[src/rtl/oneshot_pkg.sv]
`timescale 1ns/1ps
package oneshot_pkg;

    typedef enum logic [1:0] {
        PH_IDLE  = 2'd0,
        PH_DELAY = 2'd1,
        PH_WIDTH = 2'd2
    } phase_t;

    function automatic int max_width(input int a, input int b);
        return (a > b) ? a : b;
    endfunction

endpackage

[src/rtl/trig_capture.sv]
`timescale 1ns/1ps
module trig_capture #(
    parameter int SYNC_STAGES = 2
) (
    input  logic clk,
    input  logic rst,
    input  logic trig_n,
    output logic start_stb
);
    // Shift chain: SYNC_STAGES synchronizer flops plus one history flop
    localparam int CHAIN = SYNC_STAGES + 1;

    logic             cap_q;
    logic [CHAIN-1:0] chain_q;
    logic             sync_lvl;
    logic             sync_prev;

    assign sync_lvl  = chain_q[SYNC_STAGES-1];
    assign sync_prev = chain_q[SYNC_STAGES];
    assign start_stb = sync_lvl & ~sync_prev;

    // Capture flop: set asynchronously by the trigger's falling edge,
    // cleared once the synchronized level has seen it
    always_ff @(posedge clk or negedge trig_n) begin
        if (!trig_n)
            cap_q <= 1'b1;
        else if (rst || sync_lvl)
            cap_q <= 1'b0;
    end

    always_ff @(posedge clk) begin
        if (rst)
            chain_q <= '0;
        else
            chain_q <= {chain_q[CHAIN-2:0], cap_q};
    end

    AST_STROBE_SINGLE: assert property (@(posedge clk) disable iff (rst)
        start_stb |=> !start_stb);

endmodule

[src/rtl/oneshot_timer.sv]
`timescale 1ns/1ps
module oneshot_timer
    import oneshot_pkg::*;
#(
    parameter int DLY_W = 12,
    parameter int WID_W = 13
) (
    input  logic             clk,
    input  logic             rst,
    input  logic             start_stb,
    input  logic [DLY_W-1:0] delay_val,
    input  logic [WID_W-1:0] width_val,
    output logic             pulse_out,
    output logic             busy
);
    localparam int CNT_W = max_width(DLY_W, WID_W);

    phase_t           phase_q;
    logic [CNT_W-1:0] cnt_q;
    logic [DLY_W-1:0] lat_dly_q;
    logic [WID_W-1:0] lat_wid_q;
    logic             pulse_q;
    logic [CNT_W-1:0] dly_ext;
    logic [CNT_W-1:0] wid_ext;
    logic             dly_last;
    logic             wid_last;

    assign dly_ext  = CNT_W'(lat_dly_q);
    assign wid_ext  = CNT_W'(lat_wid_q);
    assign dly_last = (cnt_q == dly_ext - CNT_W'(1));
    assign wid_last = (cnt_q == wid_ext - CNT_W'(1));

    always_ff @(posedge clk) begin
        if (rst) begin
            phase_q   <= PH_IDLE;
            cnt_q     <= '0;
            lat_dly_q <= '0;
            lat_wid_q <= '0;
            pulse_q   <= 1'b0;
        end else begin
            case (phase_q)
                PH_IDLE: begin
                    if (start_stb && (width_val != '0)) begin
                        lat_dly_q <= delay_val;
                        lat_wid_q <= width_val;
                        cnt_q     <= '0;
                        if (delay_val == '0) begin
                            phase_q <= PH_WIDTH;
                            pulse_q <= 1'b1;
                        end else begin
                            phase_q <= PH_DELAY;
                        end
                    end
                end
                PH_DELAY: begin
                    if (dly_last) begin
                        cnt_q   <= '0;
                        phase_q <= PH_WIDTH;
                        pulse_q <= 1'b1;
                    end else begin
                        cnt_q <= cnt_q + CNT_W'(1);
                    end
                end
                PH_WIDTH: begin
                    if (wid_last) begin
                        cnt_q   <= '0;
                        phase_q <= PH_IDLE;
                        pulse_q <= 1'b0;
                    end else begin
                        cnt_q <= cnt_q + CNT_W'(1);
                    end
                end
                default: phase_q <= PH_IDLE;
            endcase
        end
    end

    assign pulse_out = pulse_q;
    assign busy      = (phase_q != PH_IDLE);

    AST_PULSE_IN_WIDTH: assert property (@(posedge clk) disable iff (rst)
        pulse_q |-> (phase_q == PH_WIDTH));
    AST_DELAY_ZERO: assert property (@(posedge clk) disable iff (rst)
        (start_stb && phase_q == PH_IDLE && width_val != '0 && delay_val == '0)
        |=> pulse_q);
    AST_WIDTH_ZERO: assert property (@(posedge clk) disable iff (rst)
        (start_stb && phase_q == PH_IDLE && width_val == '0)
        |=> (phase_q == PH_IDLE));
    AST_BUSY_IGNORE: assert property (@(posedge clk) disable iff (rst)
        (start_stb && phase_q != PH_IDLE)
        |=> ($stable(lat_dly_q) && $stable(lat_wid_q)));
    AST_DLY_BOUND: assert property (@(posedge clk) disable iff (rst)
        (phase_q == PH_DELAY) |-> (cnt_q < dly_ext));
    AST_WID_BOUND: assert property (@(posedge clk) disable iff (rst)
        (phase_q == PH_WIDTH) |-> (cnt_q < wid_ext));

endmodule

[src/rtl/delayed_oneshot.sv]
`timescale 1ns/1ps
module delayed_oneshot #(
    parameter int DLY_W       = 12,
    parameter int WID_W       = 13,
    parameter int SYNC_STAGES = 2
) (
    input  logic             clk,
    input  logic             rst,
    input  logic             trig_n,
    input  logic [DLY_W-1:0] delay_val,
    input  logic [WID_W-1:0] width_val,
    output logic             pulse_out,
    output logic             busy
);
    logic start_stb;

    trig_capture #(
        .SYNC_STAGES(SYNC_STAGES)
    ) u_capture (
        .clk       (clk),
        .rst       (rst),
        .trig_n    (trig_n),
        .start_stb (start_stb)
    );

    oneshot_timer #(
        .DLY_W(DLY_W),
        .WID_W(WID_W)
    ) u_timer (
        .clk       (clk),
        .rst       (rst),
        .start_stb (start_stb),
        .delay_val (delay_val),
        .width_val (width_val),
        .pulse_out (pulse_out),
        .busy      (busy)
    );

endmodule

[config.mk]
export PLATFORM = sky130hd
export DESIGN_NAME = delayed_oneshot
export DESIGN_NICKNAME = d
export VERILOG_FILES = /design/src/rtl/oneshot_pkg.sv /design/src/rtl/trig_capture.sv /design/src/rtl/oneshot_timer.sv /design/src/rtl/delayed_oneshot.sv
export SDC_FILE = /design/constraint.sdc
export NUM_CORES = 1
export LEC_CHECK = 0
export ABC_AREA = 1
export BUFFER_PORTS_ARGS = -buffer_cell sky130_fd_sc_hd__buf_2
export CORE_UTILIZATION = 35
export DETAILED_ROUTE_END_ITERATION = 8
export GPL_TIMING_DRIVEN = 0
export SLEW_MARGIN = 20
export SYNTH_ARGS = -nofsm -noshare
export SYNTH_HDL_FRONTEND = slang
export SYNTH_SLANG_ARGS = --single-unit
[constraint.sdc]
create_clock -name clk -period 1.86 [get_ports clk]
set_input_delay 0.372 -clock clk [delete_from_list [all_inputs] [get_ports clk]]
set_output_delay 0.372 -clock clk [all_outputs]
set_load 0.02 [all_outputs]
==> results of run 1 <==
==> kinds of logic (layout without fill, tap and decap cells) <==
family / Yosys count / after routing / synth area share, %
flip-flops: 45 / 45 / 29.8
buffers and inverters: 77 / 122 / 10.1
AO/OA/AOI/OAI: 69 / 69 / 11.5
adder cells (fa/ha/maj): 7 / 7 / 2.88
AND/OR/NAND/NOR: 257 / 257 / 38.7
XOR/XNOR: 23 / 23 / 7.11
==> layout by cell type, fill, tap and decap left out, drive strengths merged <==
cell / synthesis / routed
nor2: 54 / 54
nand3b: 5 / 5
inv: 58 / 58
xnor2: 5 / 5
buf: 8 / 45
dfxtp: 44 / 44
xor3: 1 / 1
clkinvlp: 0 / 1
nor4: 1 / 1
o21bai: 1 / 1
dfstp: 1 / 1
ha: 7 / 7
a21o: 1 / 1
a21oi: 38 / 38
bufinv: 0 / 1
o21ai: 29 / 29
or2: 1 / 1
dlygate4sd3: 0 / 1
xor2: 17 / 17
clkbuf: 11 / 16
nand4: 7 / 7
nand3: 35 / 35
nor3: 14 / 14
nand2: 137 / 137
and3: 3 / 3
==> metrics by stage <==
step	hold slack (ns)	instances
6_report	0.363	628
5_1_grt	0.365	628
3_5_place_dp	0.308	611
4_1_cts	0.352	628
3_3_place_gp	0.310	611
2_1_floorplan	0.224	478
==> critical path, delay by kind of cell (launching register included) <==
| family | cells | cell delay [ns] |
|---|---|---|
| xor gates and xnor gates | 1 | 0.14 |
| DFF | 1 | 0.34 |
| buffers and inverters | 2 | 0.20 |
| AOI/OAI and AO/OA | 1 | 0.05 |
| and+or+nand+nor | 8 | 0.93 |
| adders and majority gates | 1 | 0.25 |
==> sequential cells by signal (all words and copies together), names as in the netlist <==
signal / flops
u_timer.lat_dly_q: 12
u_capture.chain_q: 3
u_timer.lat_wid_q: 13
u_timer.cnt_q: 13
u_capture.cap_q: 1
u_timer.phase_q: 2
u_timer.pulse_out: 1
==> where the power goes <==
part           switching (mW)  internal (mW)
registers              0.0212          0.990
clock network           0.359          0.437
logic                   0.546          0.281
==> metal layers <==
metal  vias to the layer above  wire length [um]  GRT usage (%)
li1                       1606                 -              -
met1                      1380              3870           25.0
met2                        55              3760           32.9
met3                         9               373           3.91
met4                         0               150           5.68
met5                         -                 0              0
==> final cells by class <==
class	instances	area share [%]
Inverter	58	5.99
Clock buffer	6	2.27
Tap cell	105	3.61
Multi-Input combinational cell	356	53.4
Sequential cell	45	25.1
Clock inverter	2	1.03
Timing Repair Buffer	38	6.30
Buffer	18	2.34
==> final timing paths <==
path                                            from                   end  slack [ns]  cells past startpoint
worst max-delay path            u_timer.lat_dly_q[1]      u_timer.cnt_q[9]       -0.19                     13
worst min-delay path                    delay_val[4]  u_timer.lat_dly_q[4]        0.36                      3
worst max register to register  u_timer.lat_dly_q[1]      u_timer.cnt_q[9]       -0.19                     13
worst min register to register  u_capture.chain_q[1]       u_capture.cap_q        0.38                      1
max in group asynchronous                     trig_n       u_capture.cap_q        1.33                      2
min in group asynchronous                     trig_n       u_capture.cap_q        0.51                      2
==> what timing repair did <==
action / in CTS / in global routing
pin swaps: 16 / 11
resized for setup: 29 / 16
endpoints found under the hold margin: 1 / 0
setup buffers: 7 / 1
hold buffers: 1 / 0
endpoints found under the setup margin: 16 / 25
gates cloned: 1 / 0
==> results.json, run 1 <==
{
  "drc": 0,
  "seqCellArea_um2": 911,
  "final_area_um2": 3630,
  "nets": 557,
  "antenna_found_initial": 0,
  "initial_core_util_pct": 36.7,
  "p_leak_nw": 1.67,
  "setup_viol_count_final": 16,
  "netlist_instances": 478,
  "core_area_um2": 8300,
  "drt_iter0_markers": 135,
  "clockRootBuffer": "clkbuf_8",
  "synth_cell_types": 31,
  "period_minus_slack_ns": 2.05,
  "async_reset_ff_share_pct": 2.22,
  "netlist_area_um2": 3050,
  "rows": 33,
  "numCtsBuffers": 5,
  "slowest_delay_ns": 0.34,
  "crit_chain": "inv_2 -> ha_4 -> xor2_1 -> nand2_1 -> nor2_1 -> nand3_1 -> nor2_1 -> nand4_1 -> nand2_2 -> nand2_4 -> buf_6 -> nand2_2 -> a21oi_1",
  "path_class": "reg2reg",
  "ant_nets": 0,
  "violations": "setup timing",
  "drtPass1Iterations": 6,
  "die_h_um": 95.3,
  "insertion_delay_ns": 0.31,
  "yosysSeqAreaShare_pct": 29.8,
  "cp_slowest_cell": "dfxtp_2",
  "cp.arrival_ns": 2.21,
  "io_buffers": 28,
  "p_total_mw": 2.64,
  "worstHoldPathType": "in2reg",
  "gr-usage-all-layers_pct": 19.5,
  "post-synth-top-count-cell": "nand2_1",
  "yosysTopAreaCell": "dfxtp_1",
  "place_ws_ns": -0.297,
  "irDropWorstVdd_mv": 0.671,
  "cp-end-kind": "flip-flop",
  "cts_tree": "yes",
  "synth_ff_type": "dfxtp_1",
  "required_ns": 2.03,
  "start_kind": "flip-flop",
  "post_drt_wl_per_cell_um": 13.0,
  "synth_top_area_share_pct": 28.9,
  "via_count": 3050,
  "clk_path_buf_depth": 2,
  "grt_pass1_vias": 2773,
  "routabilityCongestion": 0.868,
  "maxCapViolCount": 0,
  "synth.area.top_cells": "dfxtp_1 (29%), nand2_1 (16%), inv_1 (6.9%), a21oi_1 (6.2%), nand3_1 (5.3%)",
  "synth_nets": 513,
  "max_freq_ghz": 0.489,
  "p_per_area_nw_per_um2": 725,
  "status": "complete, but fails checks",
  "ctsHtreeMaxLevel": 2,
  "grt_pass1_wl_um": 13400,
  "via_per_inst": 4.86,
  "rsz0062_at_grt": "yes",
  "wirelength_um": 8160,
  "drive_above_1_share_pct": 21.4,
  "syn_area_per_cell_um2": 6.37,
  "hold_viol_final": 0,
  "n_antenna_cell": 0,
  "fin_ws_ns": -0.187,
  "final_util_pct": 43.8,
  "ios": 30,
  "cts.sinks": 45,
  "dieArea_um2": 9080,
  "area_growth_pct": 19.4,
  "drv_slew": 0,
  "grt-ovfl-total": 0,
  "fin_setup_tns_ns": -2.15,
  "path_clk_slew_ns": 0.09,
  "synth_seq_cells": 45,
  "fin_crit_sh_pct": 110,
  "fin_skew_ns": 0.0148,
  "hpwlAfterDp_um": 6290,
  "die_w_um": 95.3,
  "grt_start_max_net_pins": 15,
  "synthTopCellsByCount": "nand2_1 (131), inv_1 (56), dfxtp_1 (44)",
  "yosysWarnings": 0,
  "fill_cells": 864,
  "placed_area_um2": 3320,
  "tightest_slew_ns": 0.672,
  "cp_max_fo": 5,
  "synth_edf_count": 0,
  "max_slew_margin_pct": 55.0,
  "multi_input_area_um2": 1940
}
No activity file was read; power rests on OpenSTA's default activity.
==> run 2, diff against run 1 <==
--- a/config.mk
+++ b/config.mk
@@ -7,9 +7,10 @@
 export LEC_CHECK = 0
 export ABC_AREA = 1
 export BUFFER_PORTS_ARGS = -buffer_cell sky130_fd_sc_hd__buf_2
-export CORE_UTILIZATION = 35
+export CORE_UTILIZATION = 40
 export DETAILED_ROUTE_END_ITERATION = 8
 export GPL_TIMING_DRIVEN = 0
+export PLACE_DENSITY = 0.56
 export SLEW_MARGIN = 20
 export SYNTH_ARGS = -nofsm -noshare
 export SYNTH_HDL_FRONTEND = slang
==> run 2 against run 1 <==
  * Global-route usage is 3.3 points higher
  * Largest cell class unchanged
  * Critical endpoint is now u_timer.cnt_q[6]
  * First-iteration DRC count decreased by 0.74%
  * The run still ends with setup timing left
  * Register-to-register slack gained 0.04 ns
  * Cell area decreased by 0.79%
  * Clock skew shrank 0.0086 ns
  * Worst hold slack improved by 0.0018 ns
==> results.json, run 2 (synthesis gave the netlist of run 1 again) <==
{
  "ctsHtreeMaxLevel": 2,
  "worstHoldPathType": "in2reg",
  "slowest_delay_ns": 0.35,
  "whs_ns": 0.365,
  "cp.arrival_ns": 2.18,
  "core_area_um2": 7290,
  "fin_crit_sh_pct": 108,
  "die_h_um": 89.3,
  "die_w_um": 89.3,
  "via_per_inst": 4.90,
  "holdCritStartpoint": "width_val[8]",
  "rows": 31,
  "hpwlAfterDp_um": 6270,
  "crit_chain": "inv_2 -> ha_4 -> xor2_2 -> nand2_1 -> nor2_2 -> nand3_2 -> nor2_2 -> nand4_1 -> nand2_2 -> nand2_4 -> buf_6 -> nand2_2 -> a21oi_1",
  "antenna_found_initial": 0,
  "insertion_delay_ns": 0.30,
  "drv_slew": 0,
  "p_sw_mw": 0.912,
  "area_growth_pct": 18.4,
  "wirelength_um": 8170,
  "start_kind": "flip-flop",
  "drtPass1Iterations": 4,
  "p_total_mw": 2.52,
  "final_util_pct": 49.5,
  "status": "complete, but fails checks",
  "cts.sinks": 45,
  "n_antenna_cell": 0,
  "rsz0062_at_grt": "yes",
  "swShare_pct": 36.2,
  "clockRootBuffer": "clkbuf_8",
  "period_minus_slack_ns": 2.01,
  "drc": 0,
  "cp_slowest_cell": "dfxtp_2",
  "hold_viol_final": 0,
  "top_regs": "u_timer.cnt_q x13, u_timer.lat_wid_q x13, u_timer.lat_dly_q x12",
  "via_count": 3052,
  "crit_buf_inv": 2,
  "max_freq_ghz": 0.499,
  "tightest_slew_ns": 0.721,
  "p_seq_share_pct": 40.0,
  "layout_commonest_cell": "nand2_1",
  "io_buffers": 28,
  "fin_setup_tns_ns": -1.82,
  "grt_pass1_wl_um": 13800,
  "cts_tree": "yes",
  "grt_pass1_vias": 2869,
  "pwr-share-comb_pct": 34.8,
  "initial_core_util_pct": 41.8,
  "clk_path_buf_depth": 2,
  "p_per_area_nw_per_um2": 699,
  "power.internal_mw": 1.61,
  "violations": "setup timing",
  "fin_skew_ns": 0.00614,
  "p_leak_nw": 1.64,
  "max_slew_margin_pct": 51.8,
  "r2r_start": "u_timer.lat_dly_q[1]",
  "path_clk_slew_ns": 0.09,
  "gr-usage-all-layers_pct": 22.9,
  "cp_max_fo": 5,
  "drive_above_1_share_pct": 22.9,
  "worstSetupStartpoint": "u_timer.lat_dly_q[1]",
  "ant_nets": 0,
  "path_class": "reg2reg",
  "routabilityCongestion": 0.847,
  "crit_family": "simple AND/OR/NAND/NOR gates",
  "dieArea_um2": 7970,
  "numCtsBuffers": 5,
  "fin_ws_ns": -0.146,
  "irDropWorstVdd_mv": 0.634,
  "ios": 30,
  "clock_power_share_pct": 25.2,
  "drt_iter0_markers": 134,
  "layout_common_cells": "nand2_1 (119), inv_1 (52), nor2_1 (39)",
  "required_ns": 2.03,
  "maxCapViolCount": 0,
  "place_ws_ns": -0.335,
  "post_drt_wl_per_cell_um": 13.1,
  "grt-ovfl-total": 0,
  "setup_viol_count_final": 16,
  "cp-end-kind": "flip-flop",
  "nets": 558,
  "grt_start_max_net_pins": 14
}
-- run 2: cell types whose count changed in the layout (fill, tap and decap cells not counted), sizes merged --
cell | before | now
bufinv | 1 | 0
clkbuf | 16 | 19
clkinvlp | 1 | 0
-- run 2: tightest hold or removal path: stages --
cell	delay [ns]
buf_2	0.08
o21ai_0	0.07
a21oi_1	0.10
-- run 2: cell type report --
| type | instances | area [um^2] |
|---|---|---|
| plain buffers | 18 | 87.6 |
| clock buffers | 8 | 90.1 |
| fillers | 827 | 3690 |
| inverters | 58 | 218 |
| multi-input cells | 356 | 1940 |
| flip-flops and latches | 45 | 915 |
| well taps | 99 | 124 |
| repair buffers | 39 | 229 |
-- run 2: metal layers --
layer  part of all wire [%]  up-vias  routed length, um  GRT usage [%]
met3                    5.5       18                446           5.36
met2                     45       57               3690           37.3
met5                      0        -                  0              0
met1                     46     1365               3770           28.7
met4                    3.1        0                257           10.2
li1                       -     1612                  -              -
-- run 2: stage by stage --
step,std cells,instance area [um^2]
after global placement,605,3310
after global routing,623,3610
after floorplan,478,3050
final,623,3610
after CTS,622,3520
after detailed placement,605,3310
-- run 2: what timing repair did --
item                                    CTS  global route
gates cloned                              1             0
hold buffers                              1             0
pin swaps                                11            11
endpoints found under the setup margin   16            24
resized for setup                        22            28
endpoints found under the hold margin     1             0
setup buffers                             7             2
-- run 2: final timing paths --
kind / endpoint / slack, ns / cells after the start
setup / recovery: u_timer.cnt_q[6] / -0.15 / 13
hold / removal: u_timer.lat_wid_q[8] / 0.36 / 3
setup reg to reg: u_timer.cnt_q[6] / -0.15 / 13
hold reg to reg: u_capture.cap_q / 0.39 / 1
max in group asynchronous: u_capture.cap_q / 1.31 / 2
min in group asynchronous: u_capture.cap_q / 0.53 / 2
-- run 2: power by group through the flow --
stage,sequential (mW),combinational (mW),clock (mW)
after floorplan,1.04,0.509,0
after global placement,1.03,0.708,0
after detailed placement,1.03,0.700,0
after CTS,1.01,0.781,0.651
after global routing,1.01,0.979,0.694
final,1.01,0.876,0.636
==> run 3, diff against run 2 <==
--- a/config.mk
+++ b/config.mk
@@ -7,11 +7,13 @@
 export LEC_CHECK = 0
 export ABC_AREA = 1
 export BUFFER_PORTS_ARGS = -buffer_cell sky130_fd_sc_hd__buf_2
-export CORE_UTILIZATION = 40
+export CORE_UTILIZATION = 56
+export CTS_BUF_LIST = sky130_fd_sc_hd__clkbuf_4 sky130_fd_sc_hd__clkbuf_8
 export DETAILED_ROUTE_END_ITERATION = 8
 export GPL_TIMING_DRIVEN = 0
-export PLACE_DENSITY = 0.56
+export PLACE_DENSITY = 0.75
 export SLEW_MARGIN = 20
 export SYNTH_ARGS = -nofsm -noshare
 export SYNTH_HDL_FRONTEND = slang
+export SYNTH_HIERARCHICAL = 1
 export SYNTH_SLANG_ARGS = --single-unit
==> run 3 against run 2 <==
  * The run still ends with setup timing left
  * Worst hold slack worse by 0.088 ns
  * Routed wire length up 0.38%
  * Synthesized cell count up 2.9%
  * Fmax down 0.28%
  * Cell area up 1.9%
  * Worst setup slack worse by 0.0057 ns
  * Die area down 27%
  * Via count up 6.5%
  * First-iteration DRC count up 69%
  * Critical path type unchanged
  * Largest power group is now combinational logic
==> results.json, run 3 <==
{
  "area_growth_pct": 19.4,
  "core_area_um2": 5200,
  "post-synth-top-count-cell": "nand2_1",
  "worstHoldPathType": "in2reg",
  "clock_power_share_pct": 21.3,
  "fin_skew_ns": 0.00664,
  "cp-end-kind": "flip-flop",
  "async_reset_ff_share_pct": 2.22,
  "top_regs": "u_timer/cnt_q x13, u_timer/lat_wid_q x13, u_timer/lat_dly_q x12",
  "cp.depth": 18,
  "endpoint": "u_timer/phase_q[0]",
  "setup_viol_count_final": 16,
  "ant_nets": 0,
  "clk_path_buf_depth": 2,
  "r2r_start": "u_timer/lat_wid_q[0]",
  "crit_buf_inv": 4,
  "fin_ws_ns": -0.151,
  "required_ns": 2.11,
  "cp_common_cell": "nand2_1",
  "ios": 30,
  "p_per_area_nw_per_um2": 789,
  "io_buffers": 29,
  "fin_crit_sh_pct": 108,
  "reg2reg_depth": 18,
  "yosysSeqAreaShare_pct": 29.5,
  "power.internal_mw": 1.78,
  "antenna_found_initial": 0,
  "irDropWorstVdd_mv": 0.538,
  "whs_ns": 0.277,
  "pwr-share-comb_pct": 43.7,
  "grt_pass1_vias": 3010,
  "synth_edf_count": 0,
  "crit_family": "simple AND/OR/NAND/NOR gates",
  "die_h_um": 76.2,
  "fin_cells": 610,
  "yosysTopAreaCell": "dfxtp_1",
  "cp.arrival_ns": 2.26,
  "hold_viol_final": 0,
  "p_total_mw": 2.90,
  "drtPass1Iterations": 5,
  "drt_iter0_markers": 226,
  "n_antenna_cell": 0,
  "via_per_inst": 5.33,
  "crit_chain": "inv_4 -> ha_4 -> inv_2 -> nand2_1 -> nand2_1 -> nor2_1 -> nand3_1 -> nor2_2 -> nand3_1 -> nor2_2 -> nand3_2 -> nand2_4 -> buf_6 -> buf_6 -> nand3_4 -> nand2_2 -> nand2_1 -> nor2_1",
  "slowest_delay_ns": 0.36,
  "hpwlAfterDp_um": 6010,
  "cts.sinks": 45,
  "numCtsBuffers": 5,
  "worstSetupStartpoint": "u_timer/lat_wid_q[0]",
  "r2r-end": "u_timer/phase_q[0]",
  "cp_max_fo": 4,
  "synthTopCellsByCount": "nand2_1 (122), inv_1 (64), nor2_1 (57)",
  "max_slew_margin_pct": 59.4,
  "yosysWarnings": 6,
  "final_util_pct": 70.6,
  "netlist_instances": 492,
  "grt_pass1_wl_um": 13600,
  "syn_area_per_cell_um2": 6.26,
  "swShare_pct": 38.6,
  "grt_start_max_net_pins": 14,
  "post_drt_wl_per_cell_um": 13.4,
  "drive_above_1_share_pct": 23.9,
  "layout_commonest_cell": "nand2_1",
  "synth.area.top_cells": "dfxtp_1 (29%), nand2_1 (15%), inv_1 (7.8%), nor2_1 (6.9%), a21oi_1 (6.5%)",
  "dieArea_um2": 5800,
  "synth_cell_types": 33,
  "layout_common_cells": "nand2_1 (117), inv_1 (59), nor2_1 (47)",
  "die_w_um": 76.2,
  "p_leak_nw": 1.72,
  "drv_slew": 0,
  "start_kind": "flip-flop",
  "gr-usage-all-layers_pct": 29.4,
  "max_freq_ghz": 0.497,
  "p_seq_share_pct": 35.0,
  "fin_setup_tns_ns": -1.96,
  "synth_ff_type": "dfxtp_1",
  "clockRootBuffer": "clkbuf_8",
  "insertion_delay_ns": 0.30,
  "rrSetupSlack_ns": -0.15,
  "wirelength_um": 8200,
  "path_clk_slew_ns": 0.08,
  "rows": 26,
  "via_count": 3250,
  "tightest_slew_ns": 0.606,
  "synth_seq_cells": 45,
  "synth_nets": 526,
  "violations": "setup timing",
  "grt-ovfl-total": 0,
  "rsz0062_at_grt": "yes",
  "cp_slowest_cell": "dfxtp_2",
  "maxCapViolCount": 0,
  "placed_cells": 591,
  "ctsHtreeMaxLevel": 2,
  "drc": 0,
  "status": "complete, but fails checks",
  "path_class": "reg2reg",
  "synth_top_area_share_pct": 28.6,
  "initial_core_util_pct": 59.2,
  "period_minus_slack_ns": 2.01,
  "p_sw_mw": 1.12,
  "nets": 573,
  "netlist_area_um2": 3080,
  "cts_tree": "yes",
  "routabilityCongestion": 0.893
}
==> run 3: cell types whose count changed in the layout (fill, tap and decap cells not counted), moves of 7 or more <==
| cell | previous run | this run |
|---|---|---|
| nor2_1 | 39 | 47 |
| inv_1 | 52 | 59 |
| nor2_2 | 10 | 17 |
| nand2_2 | 16 | 8 |
| nor3_1 | 12 | 4 |
==> run 3: through the flow <==
| step | cell area, um^2 | worst slack, ns |
|---|---|---|
| 2_1_floorplan | 3080 | 0.0156 |
| 3_3_place_gp | 3310 | -0.276 |
| 3_5_place_dp | 3310 | -0.312 |
| 4_1_cts | 3600 | -0.208 |
| 5_1_grt | 3680 | -0.294 |
| 6_report | 3680 | -0.151 |
==> run 3: per-layer routing <==
metal / global-route usage, % / wire length, um / vias to the layer above
li1: - / - / 1650
met1: 38.2 / 3620 / 1489
met2: 49.6 / 3950 / 103
met3: 5.75 / 556 / 8
met4: 8.27 / 76 / 0
met5: 0 / 0 / -
==> run 3: power groups by stage <==
| stage | combinational, mW | clock [mW] | sequential, mW |
|---|---|---|---|
| after floorplan | 0.612 | 0 | 1.04 |
| after global routing | 1.34 | 0.680 | 1.02 |
| after global placement | 0.838 | 0 | 1.04 |
| after CTS | 1.18 | 0.627 | 1.02 |
| final | 1.27 | 0.617 | 1.02 |
| after detailed placement | 0.856 | 0 | 1.04 |
==> run 3: final cells by class <==
type	count	area, um^2
repair buffers	41	269
flip-flops and latches	45	915
inverters	66	250
well taps	70	87.6
plain buffers	18	93.8
clock buffers	6	76.3
fillers	480	1530
clock inverters	2	10.0
multi-input cells	362	1970
==> run 3: cells by family after synthesis <==
group | share of synthesized area, %
and+or+nand+nor | 37.3
buffers and inverters | 11.1
AOI/OAI and AO/OA | 14.1
DFF | 29.5
xor gates and xnor gates | 5.69
adders and majority gates | 2.44
==> run 3: repair_timing <==
item                                    in CTS  in global routing
gates resized for setup                     31                 24
pin swaps                                   18                 12
setup buffers                                9                  1
endpoints found under the setup margin      17                 25
hold buffers                                 1                  0
hold endpoints to repair                     1                  0
cloned                                       1                  0
==> run 3: worst min-delay path by stage <==
stage	from	end	slack [ns]	cells after the start
after global placement	trig_n	u_capture/cap_q	0.31	1
after detailed placement	trig_n	u_capture/cap_q	0.31	1
final	rst	u_capture/chain_q[1]	0.28	2
after global routing	rst	u_capture/chain_q[2]	0.27	2
after floorplan	trig_n	u_capture/cap_q	0.22	0
after CTS	rst	u_capture/chain_q[2]	0.28	2
